===== config.mk =====
export PLATFORM = sky130hd
export DESIGN_NAME = icache_top
export DESIGN_NICKNAME = d
export VERILOG_FILES = /design/src/rtl/icache_pkg.sv /design/src/rtl/icache_tags.sv /design/src/rtl/icache_data.sv /design/src/rtl/icache_ctrl.sv /design/src/rtl/icache_top.sv
export SDC_FILE = /design/constraint.sdc
export NUM_CORES = 2
export LEC_CHECK = 0
export BUFFER_PORTS_ARGS = -buffer_cell sky130_fd_sc_hd__buf_2
export CAP_MARGIN = 0
export CORE_MARGIN = 1
export CORE_UTILIZATION = 60
export CTS_CLUSTER_DIAMETER = 80
export CTS_CLUSTER_SIZE = 14
export DETAILED_ROUTE_END_ITERATION = 10
export GPL_ROUTABILITY_DRIVEN = 0
export PLACE_DENSITY = 0.76
export SLEW_MARGIN = 40
export SYNTH_ARGS = -nofsm -noshare
export SYNTH_HDL_FRONTEND = slang
export SYNTH_SLANG_ARGS = --single-unit

===== constraint.sdc =====
create_clock -name clk -period 5.35 [get_ports clk]
set_input_delay 0.8025 -clock clk [delete_from_list [all_inputs] [get_ports clk]]
set_output_delay 0.8025 -clock clk [all_outputs]
set_load 0.01 [all_outputs]

===== src/rtl/icache_pkg.sv =====
package icache_pkg;

    typedef enum logic [1:0] {
        ST_IDLE,
        ST_LOOKUP,
        ST_MEM,
        ST_RESP
    } ctl_state_e;

    localparam logic [1:0] SPACE_PROG = 2'b10;

    function automatic logic space_is_prog(input logic [2:0] fc);
        return fc[1:0] == SPACE_PROG;
    endfunction

endpackage


===== src/rtl/icache_tags.sv =====
module icache_tags #(
    parameter int IDX_W = 6,
    parameter int TAG_W = 25
) (
    input  logic                    clk,
    input  logic                    rst_n,
    input  logic                    inv_all,
    input  logic [IDX_W-1:0]        rd_idx,
    input  logic [TAG_W-1:0]        rd_tag,
    input  logic                    wr_en,
    input  logic [IDX_W-1:0]        wr_idx,
    input  logic [TAG_W-1:0]        wr_tag,
    output logic                    hit,
    output logic [(1<<IDX_W)-1:0]   valid_vec
);

    localparam int ENTRIES = 1 << IDX_W;

    logic [TAG_W-1:0] tag_mem [ENTRIES];

    // One valid flop per entry; invalidate takes priority over refill.
    for (genvar e = 0; e < ENTRIES; e++) begin : g_valid
        always_ff @(posedge clk) begin
            if (!rst_n || inv_all) begin
                valid_vec[e] <= 1'b0;
            end else if (wr_en && (wr_idx == IDX_W'(e))) begin
                valid_vec[e] <= 1'b1;
            end
        end
    end

    always_ff @(posedge clk) begin
        if (wr_en) begin
            tag_mem[wr_idx] <= wr_tag;
        end
    end

    always_comb begin
        hit = valid_vec[rd_idx] && (tag_mem[rd_idx] == rd_tag);
    end

endmodule


===== src/rtl/icache_data.sv =====
module icache_data #(
    parameter int IDX_W  = 6,
    parameter int DATA_W = 32
) (
    input  logic              clk,
    input  logic [IDX_W-1:0]  rd_idx,
    output logic [DATA_W-1:0] rd_data,
    input  logic              wr_en,
    input  logic [IDX_W-1:0]  wr_idx,
    input  logic [DATA_W-1:0] wr_data
);

    localparam int ENTRIES = 1 << IDX_W;

    logic [DATA_W-1:0] line_mem [ENTRIES];

    always_ff @(posedge clk) begin
        if (wr_en) begin
            line_mem[wr_idx] <= wr_data;
        end
    end

    always_comb begin
        rd_data = line_mem[rd_idx];
    end

endmodule


===== src/rtl/icache_ctrl.sv =====
module icache_ctrl
    import icache_pkg::*;
(
    input  logic       clk,
    input  logic       rst_n,
    input  logic       cpu_req,
    input  logic       cacheable,
    input  logic       tag_hit,
    input  logic       mem_ready,
    output ctl_state_e state,
    output logic       load_req,
    output logic       fill_en,
    output logic       resp_load,
    output logic       mem_req,
    output logic       cpu_ready,
    output logic       sel_cache
);

    ctl_state_e state_nx;

    always_ff @(posedge clk) begin
        if (!rst_n) begin
            state <= ST_IDLE;
        end else begin
            state <= state_nx;
        end
    end

    always_comb begin
        state_nx = state;
        unique case (state)
            ST_IDLE:   if (cpu_req) state_nx = ST_LOOKUP;
            ST_LOOKUP: state_nx = (cacheable && tag_hit) ? ST_IDLE : ST_MEM;
            ST_MEM:    if (mem_ready) state_nx = ST_RESP;
            ST_RESP:   state_nx = ST_IDLE;
            default:   state_nx = ST_IDLE;
        endcase
    end

    always_comb begin
        load_req  = 1'b0;
        fill_en   = 1'b0;
        resp_load = 1'b0;
        mem_req   = 1'b0;
        cpu_ready = 1'b0;
        sel_cache = 1'b0;
        unique case (state)
            ST_IDLE: begin
                load_req = cpu_req;
            end
            ST_LOOKUP: begin
                cpu_ready = cacheable && tag_hit;
                sel_cache = 1'b1;
            end
            ST_MEM: begin
                mem_req   = 1'b1;
                resp_load = mem_ready;
                fill_en   = mem_ready && cacheable;
            end
            ST_RESP: begin
                cpu_ready = 1'b1;
            end
            default: ;
        endcase
    end

endmodule


===== src/rtl/icache_top.sv =====
module icache_top
    import icache_pkg::*;
#(
    parameter int ADDR_W = 32,
    parameter int DATA_W = 32,
    parameter int IDX_W  = 6,
    parameter int OFF_W  = 2,
    parameter int FC_W   = 3
) (
    input  logic              clk,
    input  logic              rst_n,
    input  logic              inv_all,
    input  logic              cpu_req,
    input  logic              cpu_we,
    input  logic [FC_W-1:0]   cpu_fc,
    input  logic [ADDR_W-1:0] cpu_addr,
    input  logic [DATA_W-1:0] cpu_wdata,
    output logic [DATA_W-1:0] cpu_rdata,
    output logic              cpu_ready,
    output logic              mem_req,
    output logic              mem_we,
    output logic [FC_W-1:0]   mem_fc,
    output logic [ADDR_W-1:0] mem_addr,
    output logic [DATA_W-1:0] mem_wdata,
    input  logic [DATA_W-1:0] mem_rdata,
    input  logic              mem_ready
);

    localparam int UPPER_LO = OFF_W + IDX_W;
    localparam int UPPER_W  = ADDR_W - UPPER_LO;
    localparam int TAG_W    = UPPER_W + 1;
    localparam int ENTRIES  = 1 << IDX_W;

    ctl_state_e          state;
    logic                load_req, fill_en, resp_load, sel_cache;
    logic                tag_hit, cacheable;
    logic [ENTRIES-1:0]  valid_vec;

    logic [ADDR_W-1:0]   lat_addr;
    logic [FC_W-1:0]     lat_fc;
    logic                lat_we;
    logic [DATA_W-1:0]   lat_wdata;
    logic [DATA_W-1:0]   resp_q;
    logic [DATA_W-1:0]   line_rd;

    logic [IDX_W-1:0]    cur_idx;
    logic [TAG_W-1:0]    cur_tag;

    // Request latch: captured once per accepted request.
    always_ff @(posedge clk) begin
        if (!rst_n) begin
            lat_addr  <= '0;
            lat_fc    <= '0;
            lat_we    <= 1'b0;
            lat_wdata <= '0;
        end else if (load_req) begin
            lat_addr  <= cpu_addr;
            lat_fc    <= cpu_fc;
            lat_we    <= cpu_we;
            lat_wdata <= cpu_wdata;
        end
    end

    always_ff @(posedge clk) begin
        if (!rst_n) begin
            resp_q <= '0;
        end else if (resp_load) begin
            resp_q <= mem_rdata;
        end
    end

    always_comb begin
        cur_idx   = lat_addr[OFF_W +: IDX_W];
        cur_tag   = {lat_fc[FC_W-1], lat_addr[ADDR_W-1:UPPER_LO]};
        cacheable = space_is_prog(lat_fc) && !lat_we;
    end

    icache_ctrl u_ctrl (
        .clk       (clk),
        .rst_n     (rst_n),
        .cpu_req   (cpu_req),
        .cacheable (cacheable),
        .tag_hit   (tag_hit),
        .mem_ready (mem_ready),
        .state     (state),
        .load_req  (load_req),
        .fill_en   (fill_en),
        .resp_load (resp_load),
        .mem_req   (mem_req),
        .cpu_ready (cpu_ready),
        .sel_cache (sel_cache)
    );

    icache_tags #(
        .IDX_W (IDX_W),
        .TAG_W (TAG_W)
    ) u_tags (
        .clk       (clk),
        .rst_n     (rst_n),
        .inv_all   (inv_all),
        .rd_idx    (cur_idx),
        .rd_tag    (cur_tag),
        .wr_en     (fill_en),
        .wr_idx    (cur_idx),
        .wr_tag    (cur_tag),
        .hit       (tag_hit),
        .valid_vec (valid_vec)
    );

    icache_data #(
        .IDX_W  (IDX_W),
        .DATA_W (DATA_W)
    ) u_data (
        .clk     (clk),
        .rd_idx  (cur_idx),
        .rd_data (line_rd),
        .wr_en   (fill_en),
        .wr_idx  (cur_idx),
        .wr_data (mem_rdata)
    );

    always_comb begin
        cpu_rdata = sel_cache ? line_rd : resp_q;
        mem_we    = lat_we;
        mem_fc    = lat_fc;
        mem_addr  = lat_addr;
        mem_wdata = lat_wdata;
    end

endmodule


==> results.toml <==
[status]
status = "finished, violations left"
failed_checks = "negative setup slack"

[synth]
yosysWarnings = 0
netlist_top_cells_area = "edfxtp_1 75%, mux4_2 16%, dfxtp_1 2.4%"
syn-instance-count = 6425
synth_fp_nets = 6530
synth.avg_cell_area_um2 = 22.69
dominantRegCellSynth = "edfxtp_1"
synth-seq-cells = 3820
synth_edf_count = 3648
async_flop_share_pct = 0
synth_area_leader_cell = "edfxtp_1"
seq_area_frac_synth_pct = 77.51
netlist_area_um2 = 145800
synth_top_area_share_pct = 75.14
ys_types = 66

[place]
port_buffers = 206
post-place-cells = 9790
hpwlAfterDp_mm = 219.1
pre_cts_ws_ns = -0.07809
placed_area_um2 = 153800

[cts]
clk_latency_ns = 0.99
clock_path_buffers = 4
h-tree-depth = 5
cts_root_buf = "clkbuf_16"
cts_tree = "built"
clk_pin_slew_worst_paths_ns = 0.07
postCtsHoldBufs = 0
clock-sinks = 3820
numCtsBuffers = 324

[power_and_ir_drop]
switchingPower_w = 0.01251
power.share.combinational_pct = 6.3
internal-power_w = 0.04577
clkPwrFrac_pct = 37.2
seq_power_share_pct = 56.4
power_w = 0.05828
leakage_nw = 50.06
swShare_pct = 21.46
vdd_drop_max_mv = 0.3609
powerDensity_nw_per_um2 = 354.7

[sta]
timing.final.ws_setup_ns = -0.5614
period_needed_ns = 5.911
fmax_mhz = 169.2
relSlewSlack_pct = 39.44
rsz0062_at_grt = "true"
worst_pin_slew_ns = 0.9085
finalHoldViolations = 0
finalSetupViolCount = 1
drv_slew = 0
fin_skew_ns = 0.08145
post-route-period-util_pct = 110.5

[setup_path]
cpLargestDelayFamily = "simple AND/OR/NAND/NOR gates"
slowest_stage = "dfxtp_4"
crit_type = "reg2out"
cp-start-kind = "flop"
cp_num_buf_inv = 4
path_common_cell = "buf_6"
crit_path_max_incr_delay_ns = 0.65
path_max_fanout = 19
critPathCaptureType = "output pin"
required_ns = 4.55
critPathArrivalTime_ns = 5.11
crit_chain = "inv_2 -> mux4_2 -> mux2i_2 -> mux2i_1 -> o2111ai_2 -> or4b_4 -> nor4_4 -> buf_4 -> nand4_1 -> buf_6 -> nand2_4 -> buf_6"

[final_layout]
design_area_um2 = 164300
fin_nets = 7089
finalNonFillerCells = 10380
area_growth_pct = 12.70
fill_cells = 14070
drive_gt1_share_pct = 29.62

[worst_hold_path]
min_path_type = "in2reg"

[drt]
remaining_drc_errors = 0
wl_per_cell_um = 42.83
vias = 77640
viasPerCell = 7.482
drt_iter0_markers = 14890
top_layer = "met5"
route.met2.wl_mm = 203.6
dr.pass1.iters = 6
ant_nets = 0
routed_wirelength_mm = 444.5
wl_met3_mm = 66.65
wl_met1_mm = 144.9

[flow_run]
maxCapViolCount = 0

[die]
die_w_um = 494.9
start_util_pct = 60.49
fp-row-count = 180
die_h_um = 494.9
coreArea_um2 = 241000
io_pins = 207
die-area_um2 = 244900

[global_route]
grt_pass1_vias = 75840
grt_overflow = 0
grt_max_degree = 124
grt_use_total_pct = 36.30
grt_pass1_wl_mm = 600.7
antenna_found_initial = 11
-- worst reg2reg max path, cell delays in order, from the launching register on --
cell and delay [ns]:
dfxtp_4 0.65, inv_2 0.40, mux4_2 0.57, mux2i_2 0.20
mux2i_1 0.29, o2111ai_2 0.26, or4b_4 0.59, nor4_4 0.29
buf_4 0.19, nand4_1 0.32, buf_6 0.27, o211a_1 0.13
-- flip-flops by register name, indices dropped and copies added (netlist names), named ones only --
signal            count
mem_addr             32
mem_fc                3
mem_wdata            32
mem_we                1
resp_q               32
u_ctrl.state          1
u_data.line_mem    2048
u_tags.tag_mem     1600
u_tags.valid_vec     64
-- area by class of cell --
cell class / instances / area (um^2) / area share (%)
diodes: 11 / 27.53 / 0.01675
clock buffers: 510 / 8912 / 5.425
clock inverters: 13 / 141.4 / 0.08606
inverters: 5 / 26.28 / 0.01599
multi-input cells: 2239 / 31790 / 19.35
flip-flops and latches: 3820 / 113000 / 68.81
well taps: 3185 / 3985 / 2.426
repair buffers: 594 / 6367 / 3.876
-- cell usage after synthesis (all sizes together), types with 6 or more instances --
library cell / n
a211o: 7
a21boi: 100
a21oi: 28
a221oi: 18
a22o: 9
a22oi: 81
a31oi: 12
and2: 8
buf: 223
clkbuf: 138
dfxtp: 172
edfxtp: 3648
mux2: 46
mux2i: 226
mux4: 1011
nand2: 283
nand2b: 7
nand3: 30
nand4: 13
nor2: 106
nor2b: 21
nor3: 13
nor4: 6
o2111ai: 20
o211ai: 11
o21a: 67
o21ai: 14
o22a: 13
o22ai: 19
xnor2: 12
-- power by group through the flow --
stage / clock, W / sequential (W) / combinational, W
after global placement: 0 / 0.0336 / 0.00329
after floorplan: 0 / 0.0336 / 0.00204
final: 0.0217 / 0.0329 / 0.00368
after CTS: 0.0217 / 0.0329 / 0.00357
after detailed placement: 0 / 0.0336 / 0.00338
after global routing: 0.0227 / 0.0329 / 0.00381
-- stage by stage --
stage | setup TNS, ns | util, % | hold slack (ns)
3_5_place_dp | -0.07809 | 63.81 | 0.4529
3_3_place_gp | -0.2385 | 63.59 | 0.4414
5_1_grt | -0.7051 | 68.17 | 0.07116
6_report | -0.5614 | 68.18 | 0.09483
4_1_cts | -1.099 | 67.96 | 0.04285
2_1_floorplan | 0 | - | 0.4354
-- routing by layer --
layer | GRT usage (%) | vias up
met4 | 19.13 | 6
met3 | 9.457 | 1546
li1 | - | 28250
met2 | 55.28 | 7813
met1 | 48.89 | 40030
met5 | 0 | -
-- layout by cell type, fill, tap and decap left out, types with 81 or more instances in the layout --
cell	synthesis	final
a21boi_0	100	98
a22oi_1	81	81
buf_12	0	89
buf_2	103	169
buf_4	26	246
clkbuf_1	138	181
clkbuf_16	0	333
dfxtp_1	172	141
edfxtp_1	3648	3648
mux2i_1	226	224
mux4_2	1011	1011
nand2_1	283	280
-- path summary, 6_finish.rpt --
kind | startpoint | end | slack, ns | cells past startpoint
setup / recovery | flop | cpu_ready | -0.56 | 12
hold / removal | cpu_wdata[4] | mem_wdata[4] | 0.09 | 3
setup reg to reg | flop | flop | 1.08 | 11
hold reg to reg | resp_q[25] | resp_q[25] | 0.46 | 2
-- cell families after synthesis --
logic type	synth area share (%)
AOI/OAI and AO/OA	2.225
DFF	77.51
buffers and inverters	1.162
and+or+nand+nor	1.492
muxes	17.53
xor gates and xnor gates	0.09012
-- repair_timing --
action	4_1_cts	5_1_grt
resized for setup	69	30
setup endpoints to repair	32	25
cloned	14	4
setup buffers	16	18
pin swaps	8	7
endpoints found under the hold margin	0	0
Power figures use the tool's default switching activity.
